===== config.mk =====
export PLATFORM = sky130hd
export DESIGN_NAME = seq_divider
export DESIGN_NICKNAME = d
export VERILOG_FILES = /design/src/rtl/div_pkg.sv /design/src/rtl/div_ctrl.sv /design/src/rtl/div_datapath.sv /design/src/rtl/seq_divider.sv
export SDC_FILE = /design/constraint.sdc
export NUM_CORES = 1
export LEC_CHECK = 0
export CAP_MARGIN = 40
export CORE_ASPECT_RATIO = 1.5
export CORE_UTILIZATION = 56
export CTS_CLUSTER_DIAMETER = 30
export CTS_CLUSTER_SIZE = 14
export DETAILED_ROUTE_END_ITERATION = 7
export PLACE_DENSITY = 0.83
export SLEW_MARGIN = 0
export SYNTH_ARGS = -nofsm -noshare
export SYNTH_HDL_FRONTEND = slang
export SYNTH_HIERARCHICAL = 1
export SYNTH_SLANG_ARGS = --single-unit

===== constraint.sdc =====
create_clock -name clk -period 4.05 [get_ports clk]
set_clock_uncertainty 0.05 [all_clocks]
set_input_delay 0.405 -clock clk [delete_from_list [all_inputs] [get_ports clk]]
set_output_delay 0.405 -clock clk [all_outputs]
set_load 0.1 [all_outputs]

===== src/rtl/div_pkg.sv =====
`timescale 1ns/1ps
package div_pkg;

  typedef enum logic [1:0] {
    ST_IDLE = 2'd0,
    ST_RUN  = 2'd1,
    ST_FIN  = 2'd2
  } div_state_e;

  typedef enum logic {
    MODE_INT  = 1'b0,
    MODE_FRAC = 1'b1
  } div_mode_e;

endpackage


===== src/rtl/div_ctrl.sv =====
`timescale 1ns/1ps
module div_ctrl
  import div_pkg::*;
#(
  parameter int W = 8
) (
  input  logic                 clk,
  input  logic                 rst_n,
  input  logic                 start,
  input  logic                 early_ovf,
  output logic                 load,
  output logic                 step_en,
  output logic                 busy,
  output logic                 done,
  output logic [$clog2(W)-1:0] step_cnt
);

  localparam int CW = $clog2(W);
  localparam logic [CW-1:0] LAST = CW'(W - 1);

  div_state_e state_q;

  assign load    = (state_q == ST_IDLE) && start;
  assign step_en = (state_q == ST_RUN);
  assign busy    = (state_q != ST_IDLE);
  assign done    = (state_q == ST_FIN);

  always_ff @(posedge clk or negedge rst_n) begin
    if (!rst_n) begin
      state_q  <= ST_IDLE;
      step_cnt <= '0;
    end else begin
      unique case (state_q)
        ST_IDLE: begin
          if (start) begin
            step_cnt <= '0;
            state_q  <= early_ovf ? ST_FIN : ST_RUN;
          end
        end
        ST_RUN: begin
          if (step_cnt == LAST) begin
            state_q <= ST_FIN;
          end else begin
            step_cnt <= step_cnt + 1'b1;
          end
        end
        ST_FIN:  state_q <= ST_IDLE;
        default: state_q <= ST_IDLE;
      endcase
    end
  end

endmodule


===== src/rtl/div_datapath.sv =====
`timescale 1ns/1ps
module div_datapath
  import div_pkg::*;
#(
  parameter int W = 8
) (
  input  logic         clk,
  input  logic         rst_n,
  input  logic         load,
  input  logic         step_en,
  input  logic         frac_mode,
  input  logic [W-1:0] dividend,
  input  logic [W-1:0] divisor,
  output logic         early_ovf,
  output logic         qbit,
  output logic [W-1:0] dvsr_q,
  output logic [W-1:0] quotient,
  output logic [W-1:0] remainder,
  output logic         overflow
);

  localparam int AW = 2 * W;

  logic [AW-1:0] acc_q;
  logic [AW-1:0] acc_next;

  // Overflow seen before any step: zero divisor, or fraction result >= 1.
  function automatic logic precheck(input logic fm, input logic [W-1:0] d_in,
                                    input logic [W-1:0] v);
    return (v == '0) || (fm && (d_in >= v));
  endfunction

  // Initial placement of the dividend within the working register.
  function automatic logic [AW-1:0] place(input logic fm, input logic [W-1:0] d_in);
    return fm ? {d_in, {W{1'b0}}} : {{W{1'b0}}, d_in};
  endfunction

  // One restoring step: shift left, compare W+1 top bits with the divisor.
  function automatic logic [AW:0] restore_step(input logic [AW-1:0] a,
                                               input logic [W-1:0] v);
    logic [W:0] trial;
    logic [W:0] diff;
    trial = a[AW-1:W-1];
    diff  = trial - {1'b0, v};
    if (trial >= {1'b0, v}) begin
      return {1'b1, diff[W-1:0], a[W-2:0], 1'b0};
    end
    return {1'b0, a[AW-2:0], 1'b0};
  endfunction

  assign early_ovf          = precheck(frac_mode, dividend, divisor);
  assign {qbit, acc_next}   = restore_step(acc_q, dvsr_q);
  assign remainder          = acc_q[AW-1:W];

  always_ff @(posedge clk or negedge rst_n) begin
    if (!rst_n) begin
      acc_q    <= '0;
      dvsr_q   <= '0;
      quotient <= '0;
      overflow <= 1'b0;
    end else if (load) begin
      acc_q    <= place(frac_mode, dividend);
      dvsr_q   <= divisor;
      quotient <= '0;
      overflow <= early_ovf;
    end else if (step_en) begin
      acc_q    <= acc_next;
      quotient <= {quotient[W-2:0], qbit};
    end
  end

endmodule


===== src/rtl/seq_divider.sv =====
`timescale 1ns/1ps
module seq_divider
  import div_pkg::*;
#(
  parameter int W = 8
) (
  input  logic         clk,
  input  logic         rst_n,
  input  logic         start,
  input  logic         frac_mode,
  input  logic [W-1:0] dividend,
  input  logic [W-1:0] divisor,
  output logic         busy,
  output logic         done,
  output logic [W-1:0] quotient,
  output logic [W-1:0] remainder,
  output logic         overflow
);

  localparam int CW = $clog2(W);

  logic          load;
  logic          step_en;
  logic          early_ovf;
  logic          qbit;
  logic [W-1:0]  dvsr_q;
  logic [CW-1:0] step_cnt;

  div_ctrl #(.W(W)) u_ctrl (
    .clk      (clk),
    .rst_n    (rst_n),
    .start    (start),
    .early_ovf(early_ovf),
    .load     (load),
    .step_en  (step_en),
    .busy     (busy),
    .done     (done),
    .step_cnt (step_cnt)
  );

  div_datapath #(.W(W)) u_dp (
    .clk      (clk),
    .rst_n    (rst_n),
    .load     (load),
    .step_en  (step_en),
    .frac_mode(frac_mode),
    .dividend (dividend),
    .divisor  (divisor),
    .early_ovf(early_ovf),
    .qbit     (qbit),
    .dvsr_q   (dvsr_q),
    .quotient (quotient),
    .remainder(remainder),
    .overflow (overflow)
  );

endmodule


==> results of run 1 <==
[layout make-up]
cell class / count / area (sq um)
well taps: 46 / 57.6
inverters: 25 / 93.8
flip-flops and latches: 38 / 951
fillers: 280 / 1020
multi-input cells: 188 / 1270
repair buffers: 60 / 703
clock inverters: 1 / 30.0
clock buffers: 7 / 76.3
[per-stage QoR]
stage          instances  hold WS, ns  setup slack (ns)
2_1_floorplan        271       0.0594              1.63
3_3_place_gp         337        0.450              1.51
3_5_place_dp         357        0.334              1.45
4_1_cts              365      0.00971              1.61
5_1_grt              365       0.0308              1.41
6_report             365     -0.00605              1.59
[kinds of logic after synthesis]
| kind of cell | count (synthesis) |
|---|---|
| xor+xnor | 3 |
| mux | 20 |
| compound gates | 63 |
| simple gates | 83 |
| buf+inv | 45 |
| fa+ha+maj | 19 |
| flops | 38 |
[placed cells by master, fill, tap and decap left out, types with 4 or more instances in the layout]
cell type / netlist / routed
nor3_1: 6 / 6
buf_8: 0 / 19
o21ai_0: 24 / 24
mux2i_1: 18 / 18
nor2b_1: 7 / 7
ha_1: 18 / 18
dfrtp_1: 38 / 38
nand2b_1: 6 / 6
clkdlybuf4s50_1: 0 / 37
a21oi_1: 15 / 15
clkbuf_8: 0 / 5
inv_1: 24 / 24
nor2_1: 17 / 16
nand3_1: 5 / 5
o221ai_1: 4 / 4
nor3b_1: 5 / 5
nand2_1: 25 / 25
[state kept, by name, summed over array words and instances (netlist names)]
signal           flops
u_dp/acc_q          16
u_dp/dvsr_q          8
u_dp/quotient        8
u_ctrl/step_cnt      3
u_ctrl/state_q       2
u_dp/overflow        1
[worst max-delay path: stages (launching register included)]
cell      delay, ns
dfrtp_1        0.41
ha_1           0.39
a211oi_2       0.20
o21ai_1        0.10
a21oi_2        0.51
inv_2          0.13
or3_1          0.36
and3_1         0.19
[routing by layer]
| metal | routed length [um] | track usage | vias to the layer above |
|---|---|---|---|
| li1 | - | - | 1020 |
| met1 | 2310 | 0.312 | 1044 |
| met2 | 3230 | 0.502 | 61 |
| met3 | 202 | 0.0498 | 17 |
| met4 | 170 | 0.123 | 0 |
| met5 | 0 | 0 | - |
[final timing paths]
path                                   start           endpoint  slack [ns]
max                            u_dp/acc_q[9]     u_dp/acc_q[14]        1.59
min                                    rst_n     u_dp/dvsr_q[3]      -0.006
max reg2reg                    u_dp/acc_q[9]     u_dp/acc_q[14]        1.59
min reg2reg                u_ctrl/state_q[1]  u_ctrl/state_q[0]        0.48
max in group asynchronous              rst_n  u_ctrl/state_q[0]        3.48
min in group clk           u_ctrl/state_q[1]  u_ctrl/state_q[0]        0.48
==> results.tsv, run 1 <==
metric	value	unit
grt_max_degree	26	
final_util	0.757	
tritoncts	yes	
insertion_delay	0.30	ns
clock_sinks	38	
max_freq	407	MHz
antenna_found_initial	0	
outcome	finished, violations left	
place_congestion	0.853	
reg2reg_depth	7	
syn_inst	271	
grt-ovfl-total	0	
violations	hold timing	
stdcell_area	3190	sq um
port_buffers	38	
hold_viol_final	5	
synthFlopType	dfrtp_1	
fin_nets	357	
synth_warnings	6	
cts_resized	0	
synth_top_area_frac	0.391	
root_buffer	clkbuf_8	
wl	5910	um
die_h	82.7	um
setup_tns	0	ns
syn_nets	310	
ys_seq_elements	38	
die_area	4610	sq um
diodes	0	
setup_viol	0	
slew-limit-headroom	0.544	
vias	2142	
cap_violations	0	
clock_path_buffers	2	
grt_pass1_wl	9630	um
synthArstFlopShare	1.00	
routed_via_density	5.87	
firstDrtPassIters	4	
synth_compound_area_frac	0.159	
drc	0	
grt_pass1_vias	2088	
synth_fa_ha_area_frac	0.101	
period_share	0.607	
dp_hpwl	4510	um
crit_path_start_kind	flop	
worstMarginPinSlew	0.683	ns
maxSlewViolCount	0	
h-tree-depth	2	
yosysMostFrequentCell	dfrtp_1	
synth_edf_count	0	
dpl-instance-area	3080	sq um
coreArea	4210	sq um
wl_per_cell	16.2	um
period_minus_slack	2.46	ns
hp-class	input pin to asynchronous set/reset pin	
hold_buffers	0	
cts_buffers	5	
syn-cell-area	2430	sq um
synth_top_family_by_area	simple AND/OR/NAND/NOR gates	
synthXorXnorAreaFrac	0.0108	
timing.hold.ws	-0.00605	ns
ys_top_cells_by_count	dfrtp_1, nand2_1, inv_1, o21ai_0	
cp.required	4.18	ns
cp_max_fo	13	
rsz0062_at_grt	no	
drive_above_1_share	0.119	
path_class	flop to flop	
yosysUniqueCellTypes	45	
grt.total_usage	0.274	
synthSimpleGateAreaFrac	0.169	
yosys-top-cells-area	dfrtp_1, ha_1, mux2i_1	
worst_ep_arrival_time	2.59	ns
clk_pin_slew	0.08	ns
row_count	29	
drtIter0Drc	107	
syn2layout_area_growth	31.2	%
synth.mux.area_fraction	0.0834	
num_io_pins	39	
cts_setup_buffers	0	
start_util	0.577	
ant_nets	0	
worst_setup_path_end_kind	flop	
syn-mean-instance-area	8.97	sq um
die_x	55.8	um
synth_seq_area_share	0.391	
yosys.area.top_type	dfrtp_1	
Power of run 1 is not shown: default switching activity piles up to over one toggle a cycle in this logic, so the estimate is an artifact.
==> run 2, diff against run 1 <==
--- a/config.mk
+++ b/config.mk
@@ -7,11 +7,11 @@
 export LEC_CHECK = 0
 export CAP_MARGIN = 40
 export CORE_ASPECT_RATIO = 1.5
-export CORE_UTILIZATION = 56
+export CORE_UTILIZATION = 54
 export CTS_CLUSTER_DIAMETER = 30
 export CTS_CLUSTER_SIZE = 14
 export DETAILED_ROUTE_END_ITERATION = 7
-export PLACE_DENSITY = 0.83
+export PLACE_DENSITY = 0.8
 export SLEW_MARGIN = 0
 export SYNTH_ARGS = -nofsm -noshare
 export SYNTH_HDL_FRONTEND = slang
==> constraint.sdc (replaced) <==
create_clock -name clk -period 2.3 [get_ports clk]
set_clock_uncertainty 0.05 [all_clocks]
set_input_delay 0.23 -clock clk [delete_from_list [all_inputs] [get_ports clk]]
set_output_delay 0.23 -clock clk [all_outputs]
set_load 0.1 [all_outputs]
==> results.tsv, run 2 (same netlist as run 1, synthesis figures left out) <==
metric	value	unit	change
outcome	finished, violations left		unchanged
rsz0062_at_grt	no		unchanged
cts_resized	0		unchanged
wl_per_cell	14.6	um	was 16.2 um
h-tree-depth	2		unchanged
fin_nets	348		was 357
clock_sinks	38		unchanged
hold_buffers	1		was 0
drive_above_1_share	0.161		was 0.119
cp.required	2.47	ns	was 4.18 ns
row_count	29		unchanged
critPathMaxStageDelay	0.48	ns	was 0.51 ns
worst_setup_path_end_kind	flop		unchanged
final_util	0.687		was 0.757
diodes	0		unchanged
grt_max_degree	23		was 26
layout_commonest_cell	dfrtp_1		unchanged
maxSlewViolCount	0		unchanged
path_class	input pin to flop		was flop to flop
period_minus_slack	2.15	ns	
tritoncts	yes		unchanged
die_x	56.8	um	was 55.8 um
port_buffers	38		unchanged
reg2reg_slack	0.23	ns	was 1.59 ns
num_io_pins	39		unchanged
reg_top3	u_dp/acc_q: 16 flops, u_dp/dvsr_q: 8 flops, u_dp/quotient: 8 flops		unchanged
clock_path_buffers	2		unchanged
cts_setup_buffers	0		unchanged
ant_nets	0		unchanged
die_h	84.2	um	was 82.7 um
grt.total_usage	0.236		was 0.274
vias	1999		was 2142
drc	4		was 0
grt_pass1_wl	8690	um	was 9630 um
cts_buffers	5		unchanged
cap_violations	0		unchanged
crit_path_start_kind	input pin		was flop
dp_hpwl	4060	um	was 4510 um
coreArea	4280	sq um	was 4210 sq um
root_buffer	clkbuf_8		unchanged
period_share	0.936		
place_congestion	0.822		was 0.853
grt-ovfl-total	0		unchanged
cp_max_fo	3		was 13
max_freq	464	MHz	
hold_viol_final	0		was 5
insertion_delay	0.29	ns	was 0.30 ns
slew-limit-headroom	0.665		was 0.544
crit_chain	clkdlybuf4s50_1, inv_1, ha_1, nand2b_1, a21o_1, a21oi_1, or3_1, a31oi_1, or3b_1, a21oi_2		was ha_1, a211oi_2, o21ai_1, a21oi_2, inv_2, or3_1, and3_1
worst_ep_arrival_time	2.33	ns	was 2.59 ns
firstDrtPassIters	7		was 4
hp-class	input pin to asynchronous set/reset pin		unchanged
cp_slowest_cell	clkdlybuf4s50_1		was a21oi_2
antenna_found_initial	0		unchanged
start_util	0.568		was 0.577
setup_viol	0		unchanged
violations	DRC		was hold timing
clk_pin_slew	0.08	ns	about the same
worstMarginPinSlew	0.498	ns	was 0.683 ns
crit_family	simple AND/OR/NAND/NOR gates		was compound AO/OA/AOI/OAI gates
grt_pass1_vias	1878		was 2088
wl	5210	um	was 5910 um
timing.hold.ws	0.380	ns	was -0.00605 ns
largest_register	u_dp/acc_q		unchanged
layout_common_cells	dfrtp_1, buf_4, nand2_1, inv_1, o21ai_0		was dfrtp_1, clkdlybuf4s50_1, nand2_1, inv_1, o21ai_0
path_buf_inv	2		was 1
largest_register_ff_count	16		unchanged
drtIter0Drc	60		was 107
syn2layout_area_growth	21.1	%	was 31.2%
die_area	4780	sq um	was 4610 sq um
routed_via_density	5.62		was 5.87
-- run 2: cell types whose count changed in the layout (fill, tap and decap cells not counted) --
cell,before,now
clkdlybuf4s50_1,37,18
buf_8,19,0
clkinvlp_4,0,2
buf_4,2,30
clkbuf_1,2,0
or2_1,1,0
dlygate4sd3_1,0,1
or2_4,0,1
-- run 2: area by class of cell --
cell class              instances  area [sq um]
fillers                       344          1340
multi-input cells             188          1280
flip-flops and latches         38           951
repair buffers                 51           448
inverters                      25          93.8
clock buffers                   5          68.8
well taps                      46          57.6
clock inverters                 3          45.0
-- run 2: metal layers --
metal	wire (um)	vias to the layer above	global-route usage
li1	-	1007	-
met1	2210	936	0.292
met2	2710	49	0.402
met3	178	7	0.0431
met4	102	0	0.0976
met5	0	-	0
-- run 2: final timing paths --
path | depth (start not counted) | from | endpoint
max | 10 | dividend[0] | u_ctrl/state_q[0]
min | 2 | rst_n | u_dp/dvsr_q[2]
max reg2reg | 7 | u_dp/acc_q[9] | u_dp/acc_q[9]
min reg2reg | 1 | u_dp/overflow | u_dp/overflow
max in group asynchronous | 3 | rst_n | u_dp/dvsr_q[7]
min in group clk | 1 | u_dp/overflow | u_dp/overflow
-- run 2: through the flow --
stage	setup WS (ns)	TNS [ns]	cells	area [sq um]
3_5_place_dp	-0.152	-0.152	347	2820
3_3_place_gp	-0.0542	-0.0542	346	2790
5_1_grt	0.0378	0	356	2940
2_1_floorplan	0.117	0	271	2430
4_1_cts	0.139	0	356	2940
6_report	0.147	0	356	2940
Power of run 2 is left out for the same reason.
==> run 3, diff against run 2 <==
--- a/config.mk
+++ b/config.mk
@@ -11,7 +11,8 @@
 export CTS_CLUSTER_DIAMETER = 30
 export CTS_CLUSTER_SIZE = 14
 export DETAILED_ROUTE_END_ITERATION = 7
-export PLACE_DENSITY = 0.8
+export PLACE_DENSITY = 0.79
+export SKIP_CTS_REPAIR_TIMING = 1
 export SLEW_MARGIN = 0
 export SYNTH_ARGS = -nofsm -noshare
 export SYNTH_HDL_FRONTEND = slang
==> results.tsv, run 3 (same netlist as run 1, synthesis figures left out) <==
metric	value	unit	change
clk_pin_slew	0.08	ns	about the same
antenna_found_initial	0		unchanged
reg_top3	u_dp/acc_q: 16 flops, u_dp/dvsr_q: 8 flops, u_dp/quotient: 8 flops		unchanged
h-tree-depth	2		unchanged
max_freq	471	MHz	was 464 MHz
row_count	29		unchanged
wl	5300	um	was 5210 um
firstDrtPassIters	6		was 7
coreArea	4280	sq um	unchanged
drive_above_1_share	0.167		was 0.161
cp.required	2.48	ns	was 2.47 ns
worst_setup_path_end_kind	flop		unchanged
die_h	84.2	um	unchanged
cp_slowest_cell	clkdlybuf4s50_1		unchanged
reg2reg_slack	0.18	ns	was 0.23 ns
hold_viol_final	0		unchanged
vias	1997		was 1999
grt-ovfl-total	0		unchanged
grt.total_usage	0.244		was 0.236
grt_pass1_vias	1997		was 1878
grt_max_degree	37		was 23
clock_sinks	38		unchanged
routed_via_density	5.58		was 5.62
worstMarginPinSlew	0.465	ns	was 0.498 ns
worst_ep_arrival_time	2.30	ns	was 2.33 ns
syn2layout_area_growth	21.4	%	was 21.1%
dp_cells	349		was 347
crit_chain	clkdlybuf4s50_1, inv_1, ha_1, nand2b_1, a21o_1, a21oi_1, or3_1, a31oi_1, or3b_1, a21oi_2		unchanged
start_util	0.568		unchanged
crit_path_start_kind	input pin		unchanged
ant_nets	0		unchanged
maxSlewViolCount	0		unchanged
layout.cells.non_filler	358		was 356
cap_violations	0		unchanged
critPathMaxStageDelay	0.48	ns	about the same
outcome	finished, violations left		unchanged
layout_commonest_cell	dfrtp_1		unchanged
die_x	56.8	um	unchanged
path_buf_inv	2		unchanged
grt_pass1_wl	9050	um	was 8690 um
cts_buffers	5		unchanged
period_minus_slack	2.12	ns	was 2.15 ns
drtIter0Drc	103		was 60
setup_slack	0.175	ns	was 0.147 ns
cp_max_fo	3		unchanged
largest_register	u_dp/acc_q		unchanged
violations	DRC		unchanged
setup_viol	0		unchanged
die_area	4780	sq um	unchanged
drc	6		was 4
dp_hpwl	4050	um	was 4060 um
place_congestion	0.855		was 0.822
rsz0062_at_grt	no		unchanged
pre_cts_ws	-0.114	ns	was -0.152 ns
layout_common_cells	dfrtp_1, buf_4, nand2_1, inv_1, o21ai_0		unchanged
root_buffer	clkbuf_8		unchanged
diodes	0		unchanged
timing.hold.ws	0.223	ns	was 0.380 ns
nFillCells	370		was 344
largest_register_ff_count	16		unchanged
clock_path_buffers	2		unchanged
path_class	input pin to flop		unchanged
num_io_pins	39		unchanged
port_buffers	38		unchanged
wl_per_cell	14.8	um	was 14.6 um
slew-limit-headroom	0.687		was 0.665
insertion_delay	0.30	ns	was 0.29 ns
hp-class	input pin to asynchronous set/reset pin		unchanged
fin_nets	350		was 348
period_share	0.924		was 0.936
tritoncts	yes		unchanged
crit_family	simple AND/OR/NAND/NOR gates		unchanged
## run 3: changes by cell type in the layout (fill, tap and decap cells not counted), sizes merged
cell / before / now
buf: 32 / 34
## run 3: through the flow
step	util	setup TNS [ns]	instance area, sq um
finish	0.689	0	2950
floorplan	-	0	2430
detailed placement	0.660	-0.114	2830
global placement	0.655	-0.0582	2810
global route	0.689	0	2950
CTS	0.686	0	2940
## run 3: final timing paths
path / depth (start not counted) / from / endpoint
min in group clk: 1 / u_dp/overflow / u_dp/overflow
max: 10 / dividend[0] / u_ctrl/state_q[0]
max in group asynchronous: 3 / rst_n / u_ctrl/state_q[0]
min: 2 / rst_n / u_dp/dvsr_q[3]
min reg2reg: 1 / u_dp/overflow / u_dp/overflow
max reg2reg: 7 / u_dp/acc_q[9] / u_dp/acc_q[14]
## run 3: layer usage
layer / vias to the layer above / share of wire / track usage
met5: - / 0 / 0
met4: 0 / 0.024 / 0.109
met3: 12 / 0.027 / 0.0447
met2: 39 / 0.53 / 0.410
met1: 943 / 0.42 / 0.304
li1: 1003 / - / -
## run 3: worst register-to-register path, cell delays in order, from the launching register on
cell and delay, ns:
dfrtp_1 0.44, ha_1 0.39, a211oi_2 0.19, o21ai_1 0.11, a21oi_2 0.19, inv_2 0.09
or3_1 0.35, and3_1 0.20
## run 3: cell type report
class | count | area [sq um] | share of cell area
Tap cell | 46 | 57.6 | 0.0195
Clock buffer | 5 | 68.8 | 0.0233
Clock inverter | 3 | 45.0 | 0.0153
Sequential cell | 38 | 951 | 0.322
Timing Repair Buffer | 53 | 455 | 0.154
Inverter | 25 | 93.8 | 0.0318
Multi-Input combinational cell | 188 | 1280 | 0.433
Power of run 3 is left out for the same reason.
